### config.mk
export PLATFORM = sky130hd
export DESIGN_NAME = static_dir_predictor
export DESIGN_NICKNAME = d
export VERILOG_FILES = /design/src/rtl/sdp_pkg.sv /design/src/rtl/sdp_fetch_guess.sv /design/src/rtl/sdp_decode_resolve.sv /design/src/rtl/sdp_miss_counter.sv /design/src/rtl/static_dir_predictor.sv
export SDC_FILE = /design/constraint.sdc
export NUM_CORES = 1
export LEC_CHECK = 0
export BUFFER_PORTS_ARGS = -buffer_cell sky130_fd_sc_hd__buf_2
export CAP_MARGIN = 20
export CORE_UTILIZATION = 50
export DETAILED_ROUTE_END_ITERATION = 8
export HOLD_SLACK_MARGIN = 0.12
export PLACE_DENSITY_LB_ADDON = 0.08
export SLEW_MARGIN = 20
export SYNTH_ARGS = -nofsm -noshare
export SYNTH_HDL_FRONTEND = slang
export SYNTH_SLANG_ARGS = --single-unit
### constraint.sdc
create_clock -name clk -period 5.75 [get_ports clk]
set_clock_uncertainty 0.15 [all_clocks]
set_input_delay 1.15 -clock clk [delete_from_list [all_inputs] [get_ports clk]]
set_output_delay 1.15 -clock clk [all_outputs]
set_load 0.005 [all_outputs]
### src/rtl/sdp_pkg.sv
package sdp_pkg;

   // Source of the next fetch address, in priority order
   typedef enum logic [1:0] {
      NPC_SEQUENTIAL = 2'd0,
      NPC_PREDICTED  = 2'd1,
      NPC_REPAIR     = 2'd2
   } npc_src_e;

   localparam int unsigned INSTR_BYTES = 4;
   localparam int unsigned WORD_SHIFT  = 2;

endpackage

### src/rtl/sdp_fetch_guess.sv
module sdp_fetch_guess #(
   parameter int unsigned           ADDR_W  = 32,
   parameter int unsigned           INSTR_W = 32,
   parameter int unsigned           OFF_W   = 16,
   parameter int unsigned           OPC_LSB = 26,
   parameter int unsigned           OPC_W   = 6,
   parameter logic [OPC_W-1:0]      BR_OPC  = 6'b000100
) (
   input  logic               force_nt_i,
   input  logic [ADDR_W-1:0]  pc_i,
   input  logic [INSTR_W-1:0] instr_i,
   output logic               is_branch_o,
   output logic               guess_taken_o,
   output logic [ADDR_W-1:0]  seq_pc_o,
   output logic [ADDR_W-1:0]  guess_pc_o
);
   import sdp_pkg::*;

   localparam int unsigned EXT_W = ADDR_W - OFF_W - WORD_SHIFT;

   logic [OFF_W-1:0]  offset;
   logic [ADDR_W-1:0] byte_disp;
   logic              backward;
   logic              unused_bits;

   assign offset    = instr_i[OFF_W-1:0];
   assign backward  = offset[OFF_W-1];
   assign byte_disp = {{EXT_W{offset[OFF_W-1]}}, offset, {WORD_SHIFT{1'b0}}};

   assign is_branch_o   = (instr_i[OPC_LSB +: OPC_W] == BR_OPC);
   assign guess_taken_o = is_branch_o && backward && !force_nt_i;
   assign seq_pc_o      = pc_i + ADDR_W'(INSTR_BYTES);
   assign guess_pc_o    = seq_pc_o + byte_disp;

   generate
      if (OPC_LSB > OFF_W) begin : g_gap
         assign unused_bits = ^instr_i[OPC_LSB-1:OFF_W];
      end else begin : g_nogap
         assign unused_bits = 1'b0;
      end
   endgenerate

endmodule

### src/rtl/sdp_decode_resolve.sv
module sdp_decode_resolve #(
   parameter int unsigned ADDR_W   = 32,
   parameter int unsigned DATA_W   = 32,
   parameter int unsigned OFF_W    = 16,
   parameter bit          XOR_TREE = 1'b1
) (
   input  logic              branch_i,
   input  logic [ADDR_W-1:0] pc_i,
   input  logic [OFF_W-1:0]  offset_i,
   input  logic [DATA_W-1:0] src_a_i,
   input  logic [DATA_W-1:0] src_b_i,
   input  logic              pred_taken_i,
   output logic              taken_o,
   output logic              wrong_o,
   output logic [ADDR_W-1:0] repair_pc_o
);
   import sdp_pkg::*;

   localparam int unsigned EXT_W = ADDR_W - OFF_W - WORD_SHIFT;

   logic              operands_equal;
   logic [ADDR_W-1:0] fall_pc;
   logic [ADDR_W-1:0] target_pc;

   generate
      if (XOR_TREE) begin : g_xor_cmp
         logic [DATA_W-1:0] diff;
         assign diff           = src_a_i ^ src_b_i;
         assign operands_equal = ~|diff;
      end else begin : g_eq_cmp
         assign operands_equal = (src_a_i == src_b_i);
      end
   endgenerate

   assign fall_pc   = pc_i + ADDR_W'(INSTR_BYTES);
   assign target_pc = fall_pc + {{EXT_W{offset_i[OFF_W-1]}}, offset_i, {WORD_SHIFT{1'b0}}};

   assign taken_o     = branch_i && operands_equal;
   assign wrong_o     = branch_i && (operands_equal != pred_taken_i);
   assign repair_pc_o = operands_equal ? target_pc : fall_pc;

endmodule

### src/rtl/sdp_miss_counter.sv
module sdp_miss_counter #(
   parameter int unsigned CNT_W    = 4,
   parameter bit          SATURATE = 1'b1
) (
   input  logic             clk,
   input  logic             rst_n,
   input  logic             bump_i,
   output logic [CNT_W-1:0] count_o
);
   localparam logic [CNT_W-1:0] TOP = {CNT_W{1'b1}};

   logic [CNT_W-1:0] count_q;
   logic [CNT_W-1:0] count_d;

   generate
      if (SATURATE) begin : g_sat
         always_comb begin
            count_d = count_q;
            if (bump_i && (count_q != TOP)) count_d = count_q + 1'b1;
         end
      end else begin : g_wrap
         always_comb begin
            count_d = count_q;
            if (bump_i) count_d = count_q + 1'b1;
         end
      end
   endgenerate

   always_ff @(posedge clk or negedge rst_n) begin
      if (!rst_n) count_q <= '0;
      else        count_q <= count_d;
   end

   assign count_o = count_q;

endmodule

### src/rtl/static_dir_predictor.sv
module static_dir_predictor #(
   parameter int unsigned ADDR_W   = 32,
   parameter int unsigned INSTR_W  = 32,
   parameter int unsigned DATA_W   = 32,
   parameter int unsigned OFF_W    = 16,
   parameter int unsigned CNT_W    = 4,
   parameter bit          SATURATE = 1'b1,
   parameter bit          XOR_TREE = 1'b1
) (
   input  logic               clk,
   input  logic               rst_n,
   input  logic               force_nt_i,
   input  logic [ADDR_W-1:0]  fe_pc_i,
   input  logic [INSTR_W-1:0] fe_instr_i,
   output logic               fe_pred_taken_o,
   input  logic               dc_branch_i,
   input  logic [ADDR_W-1:0]  dc_pc_i,
   input  logic [OFF_W-1:0]   dc_offset_i,
   input  logic [DATA_W-1:0]  dc_src_a_i,
   input  logic [DATA_W-1:0]  dc_src_b_i,
   input  logic               dc_pred_taken_i,
   output logic [ADDR_W-1:0]  next_pc_o,
   output logic               flush_o,
   output logic [CNT_W-1:0]   miss_count_o
);
   import sdp_pkg::*;

   localparam int unsigned OPC_W   = 6;
   localparam int unsigned OPC_LSB = INSTR_W - OPC_W;

   generate
      if (OFF_W + WORD_SHIFT >= ADDR_W) begin : g_bad_off
         initial $fatal(1, "offset too wide for address");
      end
      if (OFF_W + OPC_W > INSTR_W) begin : g_bad_instr
         initial $fatal(1, "instruction too narrow for opcode and offset");
      end
      if (CNT_W < 1) begin : g_bad_cnt
         initial $fatal(1, "counter width must be positive");
      end
   endgenerate

   logic              fe_is_branch;
   logic              fe_guess;
   logic [ADDR_W-1:0] fe_seq_pc;
   logic [ADDR_W-1:0] fe_guess_pc;
   logic              dc_taken;
   logic              dc_wrong;
   logic [ADDR_W-1:0] dc_repair_pc;
   npc_src_e          npc_src;
   logic              unused_fe;
   logic              unused_dc;

   sdp_fetch_guess #(
      .ADDR_W (ADDR_W),
      .INSTR_W(INSTR_W),
      .OFF_W  (OFF_W),
      .OPC_LSB(OPC_LSB),
      .OPC_W  (OPC_W),
      .BR_OPC (6'b000100)
   ) u_fetch (
      .force_nt_i   (force_nt_i),
      .pc_i         (fe_pc_i),
      .instr_i      (fe_instr_i),
      .is_branch_o  (fe_is_branch),
      .guess_taken_o(fe_guess),
      .seq_pc_o     (fe_seq_pc),
      .guess_pc_o   (fe_guess_pc)
   );

   sdp_decode_resolve #(
      .ADDR_W  (ADDR_W),
      .DATA_W  (DATA_W),
      .OFF_W   (OFF_W),
      .XOR_TREE(XOR_TREE)
   ) u_resolve (
      .branch_i    (dc_branch_i),
      .pc_i        (dc_pc_i),
      .offset_i    (dc_offset_i),
      .src_a_i     (dc_src_a_i),
      .src_b_i     (dc_src_b_i),
      .pred_taken_i(dc_pred_taken_i),
      .taken_o     (dc_taken),
      .wrong_o     (dc_wrong),
      .repair_pc_o (dc_repair_pc)
   );

   sdp_miss_counter #(
      .CNT_W   (CNT_W),
      .SATURATE(SATURATE)
   ) u_count (
      .clk    (clk),
      .rst_n  (rst_n),
      .bump_i (dc_wrong),
      .count_o(miss_count_o)
   );

   assign unused_fe = fe_is_branch;
   assign unused_dc = dc_taken;

   always_comb begin
      if (dc_wrong)      npc_src = NPC_REPAIR;
      else if (fe_guess) npc_src = NPC_PREDICTED;
      else               npc_src = NPC_SEQUENTIAL;
   end

   always_comb begin
      unique case (npc_src)
         NPC_REPAIR:    next_pc_o = dc_repair_pc;
         NPC_PREDICTED: next_pc_o = fe_guess_pc;
         default:       next_pc_o = fe_seq_pc;
      endcase
   end

   assign fe_pred_taken_o = fe_guess;
   assign flush_o         = dc_wrong;

endmodule

; After elaboration in Yosys (flattened, before gate mapping)
; Index checks and enable logic that the tools add are counted.
[word_totals]
regBits = 4
input_bits = 181
[classes]
bitwise_logic = 1
n_eq_ne = 5
addsub = 5
n_reduce_logical = 7
mux = 4
[op_table]
columns = cell, count
row1 = adder 32 x 3 -> 32 bit (second input constant), 2
row2 = adder 32 bit, 2
row3 = case mux 32 bit (2 select lines), 1
row4 = 2-to-1 mux 32 bit, 1
row5 = OR reduction 32 bit, 1
row6 = bitwise XOR 32 bit, 1
row7 = equality test 6 x 3 -> 1 bit (second input constant), 1
row8 = adder 4 x 1 -> 4 bit (second input constant), 1
row9 = logical AND 1 bit, 4
row10 = inequality test 4 bit (second input constant), 1
row11 = equality test 2 x 1 -> 1 bit (second input constant), 1
row12 = equality test 2 bit (second input constant), 1
row13 = logical NOT 1 bit, 2
row14 = 2-to-1 mux 2 bit, 1
row15 = 2-to-1 mux 1 bit, 1
row16 = inequality test 1 bit, 1

; Depth between registers and ports, before layout
[depth]
depth_word = 8
mapped_depth = 18
ltp_nobuf = 18

; Modules after synthesis
; Synthesis repeated with hierarchy kept, for this count alone.
[hier_totals]
hier_cells = 850
area_unflattened_um2 = 5983.2
[modules_own_cells]
columns = module, cells_each, n_inst, seq_area_each_um2, area_per_inst_um2
row1 = sdp_decode_resolve, 422, 1, 0.0, 2922.8
row2 = sdp_fetch_guess, 301, 1, 0.0, 2135.8
row3 = static_dir_predictor, 107, 1, 0.0, 714.4
row4 = sdp_miss_counter, 20, 1, 100.1, 210.2

; Worst setup path after synthesis
; OpenSTA, ideal clock, no wires.
[synth_path]
path_kind = in2out
startpoint = input fe_pc_i[2]
endpoint = output next_pc_o[29]
path_stages = 15
arrival_time_ns = 4.270
n_path_buf = 0
required_time_ns = 4.450
slack_ns = 0.180
path_cell_list = ha_1 > nand3_1 > nor3_1 > nand2b_1 > xnor2_1 > ha_1 > and2_4 > a21o_1 > a221oi_2 > a211oi_2 > a221o_1 > nor2_2 > nor2_1 > nor4_1 > o22a_1
[synth_via]
elab_chain_cells = 3
[synth_lines]
columns = element, line
row1 = "start, declared", static_dir_predictor.sv:13  ; input logic [ADDR_W-1:0] fe_pc_i,
row2 = adder 32 x 3 -> 32 bit *, sdp_fetch_guess.sv:32  ; assign seq_pc_o = pc_i + ADDR_W'(INSTR_BYTES);
row3 = adder 32 bit, sdp_fetch_guess.sv:33  ; assign guess_pc_o = seq_pc_o + byte_disp;
row4 = case mux 32 bit (2 select lines) *, static_dir_predictor.sv:108  ; unique case (npc_src)
row5 = "end, declared", static_dir_predictor.sv:22  ; output logic [ADDR_W-1:0] next_pc_o,
; Mark *: on every way between the ends. The rest lies on a longest branch, timed or not.

; Worst setup path after layout
; Same ends and word-level chain as after synthesis.

==> impl_results.rst <==
.. list-table::
   :header-rows: 1

   * - Metric
     - Value
   * - CTS root buffer
     - sky130_fd_sc_hd__clkbuf_16
   * - Reg2reg start
     - u_count.count_o[0]$_DFFE_PN0P_
   * - Routed vias
     - about 7700
   * - Flip-flop count of the largest register after layout
     - 4
   * - Vias per cell
     - 5.744
   * - Final critical-path required period
     - between 5000 and 6000 ps
   * - Area of the die
     - between 0.01 and 0.015 mm^2
   * - NumNets Final
     - roughly 1500
   * - Headroom to the max-slew limit
     - 61.85%
   * - Post-route design area
     - 0.009166 mm^2
   * - Lkg Pwr
     - 4.371 nW
   * - Final-report setup violation count
     - 4
   * - Number of flops mapped to enable cells by yosys
     - 0
   * - End-of-flow core utilization
     - 82.74%
   * - Detailed Route Iter0 Violations
     - between 400 and 500
   * - Share of flip-flops with an asynchronous set or reset
     - 100.0%
   * - Post-placement cell count
     - between 1000 and 1500
   * - Worst r2r path cells
     - 3
   * - Placeable core region
     - roughly 0.011 mm^2
   * - Final Hold Vio Count
     - 0
   * - Clock-pin slew on the worst setup and hold paths
     - around 30 ps
   * - Post-synthesis cell type with the largest combined area
     - sky130_fd_sc_hd__ha_1
   * - Count of unresolved DRC violations after routing
     - 0
   * - I/O pin cnt
     - 219
   * - Power per Cell Area
     - roughly 110 mW/mm^2
   * - Placed cell area
     - slightly above 0.008 mm^2
   * - WP depth
     - 20
   * - Post-route setup TNS
     - -205.7 ps
   * - Layout Cells excl Fill
     - approximately 1300
   * - Critical Path, Cell by Cell
     - buf_2, ha_4, nand3_2, nor3_2, buf_4, buf_12, nand2b_4, or2_4, buf_6, nor2_4, xnor2_2, ha_1, and4_1, and3_1, a221o_1, nor2_2, nor4b_4, nor4_2, o22a_1, buf_2
   * - Number of violations of the max-capacitance limit
     - 0
   * - Via count of the first global-routing pass
     - 6809
   * - Worst Path Buf+Inv
     - 5
   * - Required arrival time at the worst endpoint
     - 4450 ps
   * - Endpoint of the most critical setup path
     - next_pc_o[29]
   * - Number of warning messages in the yosys log
     - 0
   * - Die height
     - approximately 110 um
   * - First-pass iteration count of the detailed router
     - 8
   * - Pin count of the biggest net entering global routing
     - about 50
   * - Start-to-end type of the worst setup path
     - primary input to output port
   * - Number of buffer cells added on primary ports
     - between 200 and 250
   * - Grt ovf
     - 0
   * - Main flop type after synthesis
     - sky130_fd_sc_hd__dfrtp_1
   * - Net count after synthesis
     - 1088
   * - ANT nets after route
     - 0
   * - Gate family responsible for the most delay along the worst path
     - simple AND/OR/NAND/NOR gates
   * - Data arrival time of the critical path
     - approximately 4600 ps
   * - Number of buffers created by CTS
     - 3
   * - Timing startpoint of the critical path
     - fe_pc_i[2]
   * - Worst hold slack across all endpoints
     - roughly 390 ps
   * - Cell Area, Synth
     - between 0.005 and 0.006 mm^2
   * - Highest ir drop seen on vdd
     - roughly 0.00015 V
   * - WL final
     - about 22000 um
   * - Highest Clock Rate
     - ~170 MHz
   * - Sinks on Clock Net
     - 4
   * - Category of the worst setup path launch point
     - primary input
   * - Leading post-synthesis cells by cell area
     - sky130_fd_sc_hd__ha_1, sky130_fd_sc_hd__xor2_1, sky130_fd_sc_hd__xnor2_1
   * - Clock tree from TritonCTS
     - done
   * - Final period util
     - 101.7%
   * - Detailed-placement wirelength estimate
     - roughly 17000 um
   * - Buffers from clock root to sink, at most
     - 2
   * - Initial core utilization
     - 52.41%
   * - Smallest setup slack after layout
     - -99.89 ps
   * - Most frequent cells after synthesis
     - sky130_fd_sc_hd__nor2_1, sky130_fd_sc_hd__xor2_1, sky130_fd_sc_hd__nand2_1
   * - Number of antenna violations at the first check in global routing
     - 0
   * - Violations in the final reports
     - negative setup slack
   * - Area growth syn-to-layout
     - 57.89%
   * - Filler Cells Inserted
     - ~770
   * - Row count
     - 38
   * - Crit end category
     - output port
   * - Cell repeated most along the worst path
     - sky130_fd_sc_hd__buf_2
   * - Routed len/inst
     - between 15 and 20 um
   * - Class of the tightest hold or removal check
     - flip-flop to flip-flop
   * - Most common cell in the netlist
     - sky130_fd_sc_hd__nor2_1
   * - Sequential fraction of the synthesis area
     - 1.724%
   * - Post-Synthesis Cells
     - roughly 840
   * - Clock latency on the worst-skew pair
     - 220 ps
   * - Number of synthesized register bits
     - 4
   * - Run status
     - finished, violations left
   * - Fraction of synthesized cell area taken by the top area cell type
     - 14.44%
   * - Syn_area_per_cell
     - 6.928 um^2
   * - Delay of the slowest cell on the worst path
     - 320 ps
   * - Capturing point of the worst reg2reg path
     - u_count.count_o[1]$_DFFE_PN0P_
   * - Global-route usage over all layers
     - ~33%
   * - Cell with the largest stage delay on the worst path
     - sky130_fd_sc_hd__a221o_1
   * - H-tree depth reported by CTS
     - 1
   * - Peak fanout along the critical path
     - 3
   * - Worst-margin pin slew
     - 572.2 ps
   * - First-pass GRT wire length
     - 31530 um
   * - Chip Width
     - ~110 um
   * - Final-report max-slew violation count
     - 0
   * - Gpl congestion
     - between 0.9 and 1
   * - Number of distinct library cells after synthesis
     - slightly above 90
   * - Worst reg2reg setup slack
     - ~4100 ps
   * - Setup repair after global routing missed its margin
     - true
   * - Number of diodes added for antenna fixing
     - 0
   * - Fraction of final layout cells sized beyond drive strength 1
     - about 45%
## cell type report
class                      count  area, um^2  area share, %
clock buffer                   3       75.07         0.8190
multi-input combinational    772        6180          67.42
timing repair buffer         390        2512          27.41
inverter                      33       123.9          1.351
tap                          140       175.2          1.911
sequential                     4       100.1          1.092
## through the flow
step,power [mW],setup WS (ps)
2_1_floorplan,0.4789,179.5
3_3_place_gp,0.7687,-164.2
3_5_place_dp,0.7821,-240.1
4_1_cts,0.9293,-45.25
5_1_grt,1.093,-223.0
6_report,1.016,-99.89
## cells in the final DEF (no fill, tap or decap), types with 5 or more instances in the layout
cell and count:
sky130_fd_sc_hd__a21o_1 22, sky130_fd_sc_hd__ha_2 5, sky130_fd_sc_hd__o21bai_1 6, sky130_fd_sc_hd__inv_1 31
sky130_fd_sc_hd__o21a_1 7, sky130_fd_sc_hd__buf_6 12, sky130_fd_sc_hd__nor2b_1 11, sky130_fd_sc_hd__ha_4 6
sky130_fd_sc_hd__nor2_2 11, sky130_fd_sc_hd__and3_1 9, sky130_fd_sc_hd__a21oi_1 53, sky130_fd_sc_hd__nand2_1 65
sky130_fd_sc_hd__xnor2_2 16, sky130_fd_sc_hd__nor2_1 71, sky130_fd_sc_hd__buf_2 200, sky130_fd_sc_hd__nor3_1 14
sky130_fd_sc_hd__buf_4 174, sky130_fd_sc_hd__a211oi_1 22, sky130_fd_sc_hd__ha_1 56, sky130_fd_sc_hd__nor4_1 11
sky130_fd_sc_hd__a31oi_1 7, sky130_fd_sc_hd__xor2_2 7, sky130_fd_sc_hd__o21ai_0 34, sky130_fd_sc_hd__nand4_1 18
sky130_fd_sc_hd__nand3_1 27, sky130_fd_sc_hd__xor2_1 67, sky130_fd_sc_hd__nor2_4 5, sky130_fd_sc_hd__xnor2_1 41
sky130_fd_sc_hd__o21ai_2 11, sky130_fd_sc_hd__o211ai_1 14, sky130_fd_sc_hd__nand3_2 9, sky130_fd_sc_hd__o21ai_1 9
sky130_fd_sc_hd__a21oi_2 13, sky130_fd_sc_hd__and3_4 5, sky130_fd_sc_hd__mux2i_1 15, sky130_fd_sc_hd__nand2b_1 8
## how the worst min path moves through the flow
stage | startpoint | cells after the start | to
after floorplan | u_count.count_o[2]$_DFFE_PN0P_ | 1 | u_count.count_o[2]$_DFFE_PN0P_
after global placement | u_count.count_o[2]$_DFFE_PN0P_ | 1 | u_count.count_o[2]$_DFFE_PN0P_
after detailed placement | u_count.count_o[2]$_DFFE_PN0P_ | 1 | u_count.count_o[2]$_DFFE_PN0P_
after CTS | u_count.count_o[0]$_DFFE_PN0P_ | 1 | u_count.count_o[0]$_DFFE_PN0P_
after global routing | u_count.count_o[0]$_DFFE_PN0P_ | 1 | u_count.count_o[0]$_DFFE_PN0P_
final | u_count.count_o[0]$_DFFE_PN0P_ | 1 | u_count.count_o[0]$_DFFE_PN0P_
## where the power goes
part,leakage [nW],internal (mW),switching (mW)
Sequential,0.0440,0.0418,0.0157
Combinational,4.29,0.421,0.430
Clock,0.0370,0.0888,0.0189
## layer usage
layer / global-route usage, % / vias up / wire, um
met5: 0 / - / 0
met4: 7.429 / 0 / 551
met3: 1.363 / 47 / 1209
met2: 59.25 / 283 / 10920
met1: 42.49 / 3579 / 9256
li1: - / 3800 / -
## logic make-up (layout without fill, tap and decap cells)
group | count (synthesis) | after routing | synth area share (%)
simple gates | 307 | 307 | 26.59
compound gates | 247 | 247 | 28.97
xor+xnor | 131 | 131 | 20.02
fa+ha+maj | 69 | 69 | 15.13
buf+inv | 62 | 426 | 4.418
mux | 18 | 18 | 3.146
flops | 4 | 4 | 1.724
## what timing repair did
| item | in CTS | in global routing |
|---|---|---|
| gates resized for setup | 49 | 120 |
| pin swaps | 37 | 86 |
| endpoints found under the hold margin | 0 | 0 |
| setup buffers | 11 | 17 |
| endpoints found under the setup margin | 14 | 16 |
| hold buffers | 0 | 0 |
No activity file was read; power rests on OpenSTA's default activity.
